[src/rtl/rx_ring_engine.sv]
module rx_ring_engine #(
  parameter int AW       = 30,
  parameter int MISS_W   = 16,
  parameter int RUNT_MIN = 64
) (
  input  logic              clk,
  input  logic              rst_n,
  input  logic              enable,
  input  logic [AW+1:0]     ring_base,
  input  logic              in_valid,
  input  logic [7:0]        in_data,
  input  logic              in_last,
  input  logic              in_err,
  output logic              in_ready,
  output logic              mem_req,
  output logic              mem_we,
  output logic [AW-1:0]     mem_addr,
  output logic [31:0]       mem_wdata,
  output logic [3:0]        mem_be,
  input  logic [31:0]       mem_rdata,
  input  logic              mem_ack,
  input  logic [2:0]        irq_clr,
  output logic [2:0]        irq_status,
  output logic [MISS_W-1:0] missed_count
);
  typedef enum logic [2:0] {
    S_IDLE, S_RD_STAT, S_RD_BUF, S_RECV, S_WR_DATA, S_WR_STAT, S_DROP
  } st_t;

  st_t             state;
  logic [AW-1:0]   cur, buf_w;
  logic            desc_eor, trunc, ferr, last_seen;
  logic [12:0]     buf_size, stored, total;
  logic [31:0]     wbuf;
  logic [3:0]      wbe;
  logic [2:0]      irq_set;

  wire [AW-1:0] base_w = {ring_base[AW+1:8], 6'd0};
  wire          acc    = in_valid && in_ready;
  wire          store  = stored < buf_size;
  wire [1:0]    lane   = stored[1:0];
  wire          full   = (lane == 2'd3) || in_last || (stored + 13'd1 == buf_size);
  wire          runt   = total < 13'(RUNT_MIN);
  wire          summ   = ferr || runt || trunc;
  wire [31:0]   stat_w = {1'b0, desc_eor, 2'b11, 5'd0, trunc, summ, runt, ferr, 6'd0, stored};

  assign in_ready = (state == S_RECV) || (state == S_DROP);
  assign mem_req  = (state == S_RD_STAT) || (state == S_RD_BUF) ||
                    (state == S_WR_DATA) || (state == S_WR_STAT);
  assign mem_we   = (state == S_WR_DATA) || (state == S_WR_STAT);
  assign mem_be   = (state == S_WR_DATA) ? wbe : 4'hF;

  always_comb begin
    mem_addr  = cur;
    mem_wdata = 32'd0;
    case (state)
      S_RD_BUF:  mem_addr = cur + AW'(2);
      S_WR_DATA: begin
        mem_addr  = buf_w + AW'((stored - 13'd1) >> 2);
        mem_wdata = wbuf;
      end
      S_WR_STAT: mem_wdata = stat_w;
      default: ;
    endcase
  end

  always_comb begin
    irq_set    = 3'd0;
    irq_set[0] = (state == S_WR_STAT) && mem_ack && !summ;
    irq_set[1] = (state == S_WR_STAT) && mem_ack && summ;
    irq_set[2] = (state == S_DROP) && acc && in_last;
  end

  always_ff @(posedge clk) begin
    if (!rst_n) begin
      state        <= S_IDLE;
      cur          <= '0;
      buf_w        <= '0;
      desc_eor     <= 1'b0;
      buf_size     <= '0;
      stored       <= '0;
      total        <= '0;
      trunc        <= 1'b0;
      ferr         <= 1'b0;
      last_seen    <= 1'b0;
      wbuf         <= '0;
      wbe          <= '0;
      irq_status   <= '0;
      missed_count <= '0;
    end else begin
      irq_status <= (irq_status & ~irq_clr) | irq_set;
      if (irq_set[2] && missed_count != '1) missed_count <= missed_count + 1'b1;
      case (state)
        S_IDLE: begin
          if (!enable) cur <= base_w;
          else if (in_valid) begin
            state     <= S_RD_STAT;
            stored    <= '0;
            total     <= '0;
            trunc     <= 1'b0;
            ferr      <= 1'b0;
            last_seen <= 1'b0;
            wbuf      <= '0;
            wbe       <= '0;
          end
        end
        S_RD_STAT: if (mem_ack) begin
          if (mem_rdata[31]) begin
            desc_eor <= mem_rdata[30];
            buf_size <= mem_rdata[12:0];
            state    <= S_RD_BUF;
          end else state <= S_DROP;
        end
        S_RD_BUF: if (mem_ack) begin
          buf_w <= mem_rdata[AW+1:2];
          state <= S_RECV;
        end
        S_RECV: if (acc) begin
          if (total != '1) total <= total + 13'd1;
          ferr      <= ferr | in_err;
          last_seen <= in_last;
          if (store) begin
            wbuf[lane*8 +: 8] <= in_data;
            wbe[lane]         <= 1'b1;
            stored            <= stored + 13'd1;
            if (full) state <= S_WR_DATA;
          end else begin
            trunc <= 1'b1;
            if (in_last) state <= S_WR_STAT;
          end
        end
        S_WR_DATA: if (mem_ack) begin
          wbuf  <= '0;
          wbe   <= '0;
          state <= last_seen ? S_WR_STAT : S_RECV;
        end
        S_WR_STAT: if (mem_ack) begin
          cur   <= desc_eor ? base_w : cur + AW'(4);
          state <= S_IDLE;
        end
        S_DROP: if (acc && in_last) state <= S_IDLE;
        default: state <= S_IDLE;
      endcase
    end
  end

  p_req_hold_r10: assert property (@(posedge clk) disable iff (!rst_n)
    (mem_req && !mem_ack) |=> (mem_req && $stable(mem_addr) && $stable(mem_we) && $stable(mem_wdata)));

  p_side_excl_r9: assert property (@(posedge clk) disable iff (!rst_n)
    in_ready |-> !mem_req);

  p_len_cap_r5: assert property (@(posedge clk) disable iff (!rst_n)
    (state == S_WR_STAT) |-> (mem_wdata[12:0] <= buf_size));

  p_wrap_base_r6: assert property (@(posedge clk) disable iff (!rst_n)
    (state == S_WR_STAT && mem_ack && desc_eor) |=> (cur == $past(base_w)));

  p_missed_irq_r7: assert property (@(posedge clk) disable iff (!rst_n)
    (missed_count != $past(missed_count)) |-> irq_status[2]);

  p_irq_excl_r8: assert property (@(posedge clk) disable iff (!rst_n)
    $onehot0(irq_set));
endmodule

[config.mk]
export PLATFORM = sky130hd
export DESIGN_NAME = rx_ring_engine
export DESIGN_NICKNAME = d
export VERILOG_FILES = /design/src/rtl/rx_ring_engine.sv
export SDC_FILE = /design/constraint.sdc
export NUM_CORES = 1
export LEC_CHECK = 0
export BUFFER_PORTS_ARGS = -buffer_cell sky130_fd_sc_hd__buf_2
export CAP_MARGIN = 15
export CELL_PAD_IN_SITES_DETAIL_PLACEMENT = 0
export CELL_PAD_IN_SITES_GLOBAL_PLACEMENT = 1
export CORE_UTILIZATION = 37
export DETAILED_ROUTE_END_ITERATION = 16
export PLACE_DENSITY = 0.72
export SLEW_MARGIN = 30
export SYNTH_ARGS = -nofsm -noshare
export SYNTH_HDL_FRONTEND = slang
export SYNTH_SLANG_ARGS = --single-unit
[constraint.sdc]
create_clock -name clk -period 7.3 [get_ports clk]
set_clock_uncertainty 0.1 [all_clocks]
set_input_delay 1.46 -clock clk [delete_from_list [all_inputs] [get_ports clk]]
set_output_delay 1.46 -clock clk [all_outputs]
set_load 0.03 [all_outputs]
==> results of run 1 <==
critical path: stages (launching register included):
cell and delay, ps:
dfxtp_1 480, nor4_1 730, nand2_1 280, or4_1 480, xnor2_1 180, ha_1 390
and2_1 160, nand3_1 80, a21oi_1 260, o2111ai_1 210, a31oi_1 510, a41oi_1 300
or4_1 450, nand3_1 120, buf_2 210
state kept, by name (all words and copies together), names as in the netlist:
register,count
desc_eor,1
trunc,1
total,13
ferr,1
wbe,4
state,3
stored,13
last_seen,1
wbuf,32
cur,28
buf_size,13
missed_count,16
buf_w,30
irq_status,3
cells in the final DEF, fill, tap and decap left out, types with 9 or more instances in the layout:
cell / instances
nand2_1: 186
nor2_1: 161
buf_2: 161
dfxtp_1: 158
a21oi_1: 150
o21ai_0: 79
nand3_1: 62
ha_1: 54
inv_1: 37
xor2_1: 37
mux2i_1: 33
xnor2_1: 29
nand4_1: 24
and2_1: 23
nand2b_1: 23
buf_4: 19
nor3_1: 17
and3_1: 17
clkbuf_16: 17
a22oi_1: 14
a211oi_1: 12
o31ai_1: 12
or3_1: 11
a21o_1: 11
a31oi_1: 10
o21ai_1: 9
o221a_2: 9
report_power, final:
| part | switching (uW) | internal (uW) | leakage, uW |
|---|---|---|---|
| combinational | 992 | 501 | 0.00329 |
| sequential | 85.0 | 936 | 0.00129 |
| clock | 419 | 584 | 0.000311 |
| total | 1500 | 2020 | 0.00489 |
cell type report:
type | instances | area [sq um]
fillers | 2859 | 15100
well taps | 372 | 465
clock inverters | 14 | 214
multi-input cells | 1091 | 6620
flip-flops and latches | 159 | 3180
inverters | 38 | 145
repair buffers | 180 | 948
clock buffers | 17 | 425
logic make-up after synthesis:
group	count (synthesis)
AND/OR/NAND/NOR	587
AO/OA/AOI/OAI	349
flip-flops	159
buffers and inverters	117
XOR/XNOR	66
adder cells (fa/ha/maj)	55
multiplexers	34
path summary, 6_finish.rpt:
path | start | to | slack [ps] | cells after the start
min | wbuf[26] | wbuf[26] | 350 | 2
max reg2reg | state[1] | wbuf[24] | 3970 | 7
min reg2reg | wbuf[26] | wbuf[26] | 350 | 2
max | stored[5] | mem_addr[27] | 470 | 14
metrics by stage:
step | hold WS (ps) | utilization | total power (uW) | std cells
final | 352 | 0.443 | 3520 | 1871
after global routing | 375 | 0.443 | 3730 | 1871
after CTS | 352 | 0.443 | 3540 | 1871
after detailed placement | 344 | 0.419 | 2530 | 1840
after global placement | 336 | 0.419 | 2520 | 1840
after floorplan | 327 | - | 2100 | 1367
metal layers:
metal	vias up	wire length [um]
met4	0	603
met2	194	15100
met5	-	0
met1	4731	15300
li1	5064	-
met3	35	1200
cell usage after synthesis, types with 8 or more instances:
library cell	n
buf_2	10
a31oi_1	10
nand2_1	187
nor3_1	17
xnor2_1	29
dfxtp_1	159
clkbuf_1	57
a211oi_1	12
o31ai_1	12
a21oi_1	151
nand2b_1	24
nand3_1	62
nor4_1	8
o21ai_1	9
xor2_1	37
o221a_2	9
a22oi_1	14
nor2_1	161
mux2i_1	33
inv_1	38
a21o_1	11
o21ai_0	80
and2_1	23
nand4_1	24
ha_1	54
or3_1	11
and3_1	17
==> impl_metrics.tcl, run 1 <==
set metrics [dict create \
    placedInstanceArea_sq_um 11400 \
    slew_violations 0 \
    hold_class "register to register" \
    port_buffers 161 \
    root_buffer "clkbuf_16" \
    dp_hpwl_um 23500 \
    clk_latency_ps 440 \
    ys_ff_latch 159 \
    tightest_slew_ps 989 \
    postRouteAntennaNets 0 \
    initial_core_util 0.379 \
    p_leak_uw 0.00489 \
    vias 10024 \
    post-place-ws_ps 1070 \
    synthCells 1367 \
    pwr_density_cell_nw_per_um2 293 \
    syn-cell-area_sq_um 10300 \
    final.period_utilization 0.935 \
    drive_gt1_frac 0.174 \
    cp_max_fo 10 \
    synth-xor-area-share 0.0563 \
    gp_congestion 0.862 \
    netlist_top_cells_area "dfxtp_1 (31%), a21oi_1 (7.4%), nand2_1 (6.8%)" \
    routedWlPerCell_um 17.2 \
    synth-edff-count 0 \
    yosys_warnings 0 \
    via_per_inst 5.36 \
    die_h_um 169 \
    hold_buffers 0 \
    coreArea_sq_um 27100 \
    synth_simple_gate_area_frac 0.278 \
    antenna_found_initial 0 \
    clk_pin_slew_ps 80 \
    first_global_vias 9288 \
    die_w_um 169 \
    clkSinkCount 159 \
    firstDrtPassIters 5 \
    use_met3 0.0355 \
    design.die.area_sq_um 28400 \
    drtIter0Drc 677 \
    yosys.area.top_type_share 0.310 \
    grt_pass1_wl_um 50900 \
    finalHoldViolations 0 \
    finalWorstSetupSlack_ps 474 \
    fmax_mhz 146 \
    status "completed" \
    synth_area_leader_cell "dfxtp_1" \
    met2_usage 0.377 \
    synth_fp_nets 1504 \
    critical_path.startpoint_type "register" \
    drt_wl_total_um 32200 \
    cts_tree "done" \
    cts_buffer_depth 2 \
    postCtsResizedCells 0 \
    grt_max_degree 77 \
    synth_top_family_by_area "simple AND/OR/NAND/NOR gates" \
    min_period_ps 6830 \
    synth_compound_area_frac 0.207 \
    drcViolationCount 0 \
    ios 170 \
    avgSynthCellArea_sq_um 7.51 \
    critPathKind "register to output port" \
    irDropWorstVdd_mv 0.185 \
    setup_viol 0 \
    synth_adder_area_share 0.0678 \
    ys_types 76 \
    overflow 0 \
    synth_mux_area_frac 0.0336 \
    final_area_sq_um 12000 \
    synth_ff_type "dfxtp_1" \
    use_met1 0.303 \
    yosysSeqAreaShare 0.310 \
    timing.setup.tns_ps 0 \
    antenna-diode-count 0 \
    cp.arrival_ps 5270 \
    async_flop_share 0 \
    busiest_layer "met2" \
    syn2layout_area_growth_pct 16.9 \
    slew_headroom 0.339 \
    end_kind "output port" \
    cap_viol_max_count 0 \
    htreeDepth 4 \
    post-cts-setup-buffer-count 0 \
    fin_nets 1624 \
    grt.total_usage 0.227 \
    cp.required_ps 5740 \
    cts_made_buffers 17 \
    rows 60 \
    rsz0062_at_grt "no" \
]
Note: power is estimated with default switching activity, not from simulation.
==> run 2, diff against run 1 <==
--- a/config.mk
+++ b/config.mk
@@ -9,8 +9,10 @@
 export CAP_MARGIN = 15
 export CELL_PAD_IN_SITES_DETAIL_PLACEMENT = 0
 export CELL_PAD_IN_SITES_GLOBAL_PLACEMENT = 1
+export CORE_ASPECT_RATIO = 1.2
 export CORE_UTILIZATION = 37
 export DETAILED_ROUTE_END_ITERATION = 16
+export HOLD_SLACK_MARGIN = 0.06
 export PLACE_DENSITY = 0.72
 export SLEW_MARGIN = 30
 export SYNTH_ARGS = -nofsm -noshare
==> impl_metrics.tcl, run 2 (synthesized netlist as in run 1, its figures left out) <==
set metrics [dict create \
    critical_path.startpoint_type "register" \
    p_int_uw 2050 \
    slew_headroom 0.377 \
    antenna_found_initial 5 \
    drt_wl_total_um 31900 \
    firstDrtPassIters 5 \
    syn2layout_area_growth_pct 16.7 \
    dp_cells 1804 \
    fin_nets 1620 \
    hold_class "register to register" \
    drive_gt1_frac 0.173 \
    met2_usage 0.397 \
    postRouteAntennaNets 0 \
    rows 66 \
    clk_latency_ps 440 \
    fin_cells 1839 \
    coreArea_sq_um 27200 \
    htreeDepth 4 \
    fmax_mhz 153 \
    reg_top3 "wbuf x32, buf_w x30, cur x28" \
    cp-startpoint "stored[0]" \
    setup_viol 0 \
    largest_register "wbuf" \
    initial_core_util 0.378 \
    grt_pass1_wl_um 50500 \
    final_cell_mix "nand2_1 (187), nor2_1 (161), buf_2 (161)" \
    cp.required_ps 5740 \
    min_period_ps 6520 \
    dp_hpwl_um 23200 \
    drtIter0Drc 562 \
    busiest_layer "met2" \
    finish.utilization 0.441 \
    tightest_slew_ps 932 \
    r2r_setup_slack_ps 3780 \
    p_comb_frac 0.425 \
    use_met3 0.0442 \
    grt.total_usage 0.227 \
    r2r-end "state[2]" \
    die_w_um 154 \
    final_common_cell "nand2_1" \
    cts_tree "done" \
    drcViolationCount 0 \
    cp.arrival_ps 4960 \
    switching_share 0.420 \
    clk_pin_slew_ps 70 \
    rsz0062_at_grt "no" \
    final.period_utilization 0.893 \
    end_kind "output port" \
    pwr-share-seq 0.291 \
    first_global_vias 9250 \
    via_per_inst 5.43 \
    hold_buffers 0 \
    irDropWorstVdd_mv 0.177 \
    power.switching_uw 1480 \
    power_frac_clock 0.284 \
    cts_made_buffers 17 \
    reg2reg_depth 10 \
    cp_max_fo 16 \
    gp_congestion 0.851 \
    status "completed" \
    cap_viol_max_count 0 \
    pwr_density_cell_nw_per_um2 295 \
    post-cts-setup-buffer-count 0 \
    port_buffers 161 \
    p_leak_uw 0.00489 \
    cp-endpoint "mem_addr[27]" \
    die_h_um 184 \
    cts_buffer_depth 2 \
    critPathKind "register to output port" \
    ios 170 \
    routedWlPerCell_um 17.3 \
    finalHoldViolations 0 \
    clkSinkCount 159 \
    slew_violations 0 \
    overflow 0 \
    timing.setup.tns_ps 0 \
    vias 9978 \
    use_met1 0.283 \
    design.die.area_sq_um 28400 \
    largest_reg_flops 32 \
    postCtsResizedCells 0 \
    rr_startpoint "stored[0]" \
    root_buffer "clkbuf_16" \
    grt_max_degree 77 \
]
[run 2: per-layer routing]
layer	vias up	routed length (um)
li1	5056	-
met1	4642	14300
met2	244	15500
met3	32	1660
met4	4	453
met5	-	26
[run 2: worst min-delay path by stage]
stage / startpoint / endpoint / slack (ps) / cells past startpoint
after CTS: wbuf[22] / wbuf[22] / 350 / 2
after floorplan: wbuf[16] / wbuf[16] / 330 / 2
after global placement: wbuf[16] / wbuf[16] / 340 / 2
final: wbuf[10] / wbuf[10] / 350 / 2
after detailed placement: wbuf[24] / wbuf[24] / 340 / 2
after global routing: wbuf[20] / wbuf[20] / 370 / 2
[run 2: stage by stage]
| step | area (sq um) | total power (uW) | hold slack [ps] | setup WS, ps |
|---|---|---|---|---|
| after floorplan | 10300 | 2100 | 327 | 753 |
| after global placement | 11300 | 2540 | 335 | 1110 |
| after detailed placement | 11300 | 2550 | 344 | 1060 |
| after CTS | 12000 | 3560 | 353 | 577 |
| after global routing | 12000 | 3750 | 367 | 354 |
| final | 12000 | 3530 | 349 | 780 |
[run 2: layout make-up]
type                            count  area (sq um)
Fill cell                        2820         15200
Inverter                           38           145
Antenna cell                        3          7.51
Sequential cell                   159          3180
Tap cell                          340           425
Clock inverter                     11           176
Timing Repair Buffer              176           918
Clock buffer                       21           480
Multi-Input combinational cell   1091          6640
[run 2: worst max-delay path: stages, from the launching register on]
cell	delay, ps
dfxtp_1	530
inv_1	320
ha_1	370
nand2_1	170
or3_1	350
xnor2_1	140
ha_1	430
and2_1	170
nand3_1	80
a21oi_1	240
o2111ai_1	160
a31oi_1	470
a41oi_1	290
or4_1	450
nand3_1	130
buf_2	220
[run 2: power groups by stage]
stage | Sequential [uW] | Clock [uW] | Combinational [uW]
after CTS | 1030 | 1020 | 1510
after detailed placement | 1050 | 0 | 1500
after global placement | 1050 | 0 | 1490
after global routing | 1040 | 1060 | 1650
after floorplan | 1000 | 0 | 1100
final | 1030 | 1000 | 1500
==> run 3, diff against run 2 <==
==> constraint.sdc (replaced) <==
create_clock -name clk -period 6.9 [get_ports clk]
set_clock_uncertainty 0.1 [all_clocks]
set_input_delay 1.38 -clock clk [delete_from_list [all_inputs] [get_ports clk]]
set_output_delay 1.38 -clock clk [all_outputs]
set_load 0.03 [all_outputs]
==> impl_metrics.tcl, run 3 (synthesized netlist as in run 1, its figures left out) <==
set metrics [dict create \
    post-cts-setup-buffer-count 0 \
    critPathKind "register to output port" \
    grt_max_degree 76 \
    final_common_cell "nand2_1" \
    tightest_slew_ps 959 \
    root_buffer "clkbuf_16" \
    die_h_um 184 \
    coreArea_sq_um 27200 \
    drt_wl_total_um 31900 \
    postRouteAntennaNets 0 \
    r2r-end "wbuf[26]" \
    vias 9942 \
    drive_gt1_frac 0.175 \
    num-fill-cells 2856 \
    reg2reg_depth 7 \
    p_leak_uw 0.00489 \
    hold_start "wbuf[10]" \
    end_kind "output port" \
    cp-startpoint "stored[2]" \
    hold_class "register to register" \
    slew_violations 0 \
    final_cell_mix "nand2_1 (187), nor2_1 (161), buf_2 (161)" \
    firstDrtPassIters 5 \
    clkSinkCount 159 \
    final_area_sq_um 12000 \
    min_period_ps 6290 \
    status "completed" \
    rsz0062_at_grt "no" \
    antenna_found_initial 5 \
    cts_buffer_depth 2 \
    fmax_mhz 159 \
    r2r_setup_slack_ps 3710 \
    clk_pin_slew_ps 60 \
    worstHoldEndpoint "wbuf[10]" \
    whs_path_depth 2 \
    grt_pass1_wl_um 50300 \
    dp_hpwl_um 23400 \
    cap_viol_max_count 0 \
    grt.total_usage 0.225 \
    syn2layout_area_growth_pct 16.7 \
    cp.arrival_ps 4810 \
    irDropWorstVdd_mv 0.159 \
    finalHoldViolations 0 \
    pwr_density_cell_nw_per_um2 310 \
    largest_register "wbuf" \
    ios 170 \
    first_global_vias 9355 \
    postCtsResizedCells 0 \
    reg_top3 "wbuf x32, buf_w x30, cur x28" \
    drtIter0Drc 693 \
    cp.required_ps 5420 \
    cp_max_fo 15 \
    cts_tree "done" \
    die_w_um 154 \
    hold_buffers 0 \
    via_per_inst 5.40 \
    fin_nets 1624 \
    design.die.area_sq_um 28400 \
    cts_made_buffers 17 \
    placedInstanceArea_sq_um 11300 \
    timing.setup.tns_ps 0 \
    initial_core_util 0.378 \
    final.period_utilization 0.912 \
    slew_headroom 0.360 \
    largest_reg_flops 32 \
    finalWorstSetupSlack_ps 605 \
    setup_viol 0 \
    rows 66 \
    routedWlPerCell_um 17.3 \
    post-place-ws_ps 1100 \
    clk_latency_ps 430 \
    rr_startpoint "state[1]" \
    gp_congestion 0.896 \
    port_buffers 161 \
    overflow 0 \
    critical_path.startpoint_type "register" \
    htreeDepth 4 \
    drcViolationCount 0 \
]
[run 3: cell count changes in the layout (fill, tap and decap cells not counted), sizes merged]
cell / previous run / this run
buf: 176 / 180
clkbuf: 21 / 18
clkinv: 4 / 2
clkinvlp: 1 / 4
diode: 3 / 2
inv: 40 / 42
[run 3: cell type report]
type,instances,area (sq um),area share
Multi-Input combinational cell,1091,6630,0.553
Sequential cell,159,3180,0.266
Timing Repair Buffer,180,948,0.0792
Clock buffer,18,439,0.0367
Tap cell,340,425,0.0355
Clock inverter,14,205,0.0171
Inverter,38,145,0.0121
Antenna cell,2,5.00,0.000418
[run 3: where the power goes]
group	total (uW)	internal [uW]	switching, uW
combinational	1580	528	1050
clock	1040	623	421
sequential	1090	991	98.8
total	3710	2140	1570
[run 3: worst max path at each step]
stage,endpoint,slack [ps],depth (start not counted)
after global routing,mem_addr[27],290,15
after detailed placement,mem_addr[27],1100,15
after CTS,mem_addr[27],610,15
after global placement,mem_addr[27],1100,15
after floorplan,mem_addr[26],430,12
final,mem_addr[27],610,15
[run 3: layer usage]
metal / track usage / part of all wire / up-vias
met1: 0.280 / 0.45 / 4609
li1: - / - / 5060
met4: 0.0720 / 0.017 / 4
met2: 0.389 / 0.48 / 236
met5: 0 / 0.00081 / -
met3: 0.0426 / 0.051 / 33
[run 3: metrics by stage]
stage	utilization	cells	hold slack [ps]	power [uW]
after CTS	0.441	1840	349	3750
after global routing	0.441	1840	371	3940
after global placement	0.417	1808	336	2680
final	0.441	1842	351	3710
after floorplan	-	1367	327	2230
after detailed placement	0.417	1808	342	2690
[run 3: worst max-delay path: stages (launching register included)]
cell,delay (ps)
dfxtp_1,300
buf_4,190
nor4_1,420
nand2_1,230
or4_1,470
xnor2_1,170
ha_1,390
and2_1,170
nand3_1,80
a21oi_1,230
o2111ai_1,170
a31oi_1,460
a41oi_1,300
or4_1,460
nand3_1,140
buf_2,220
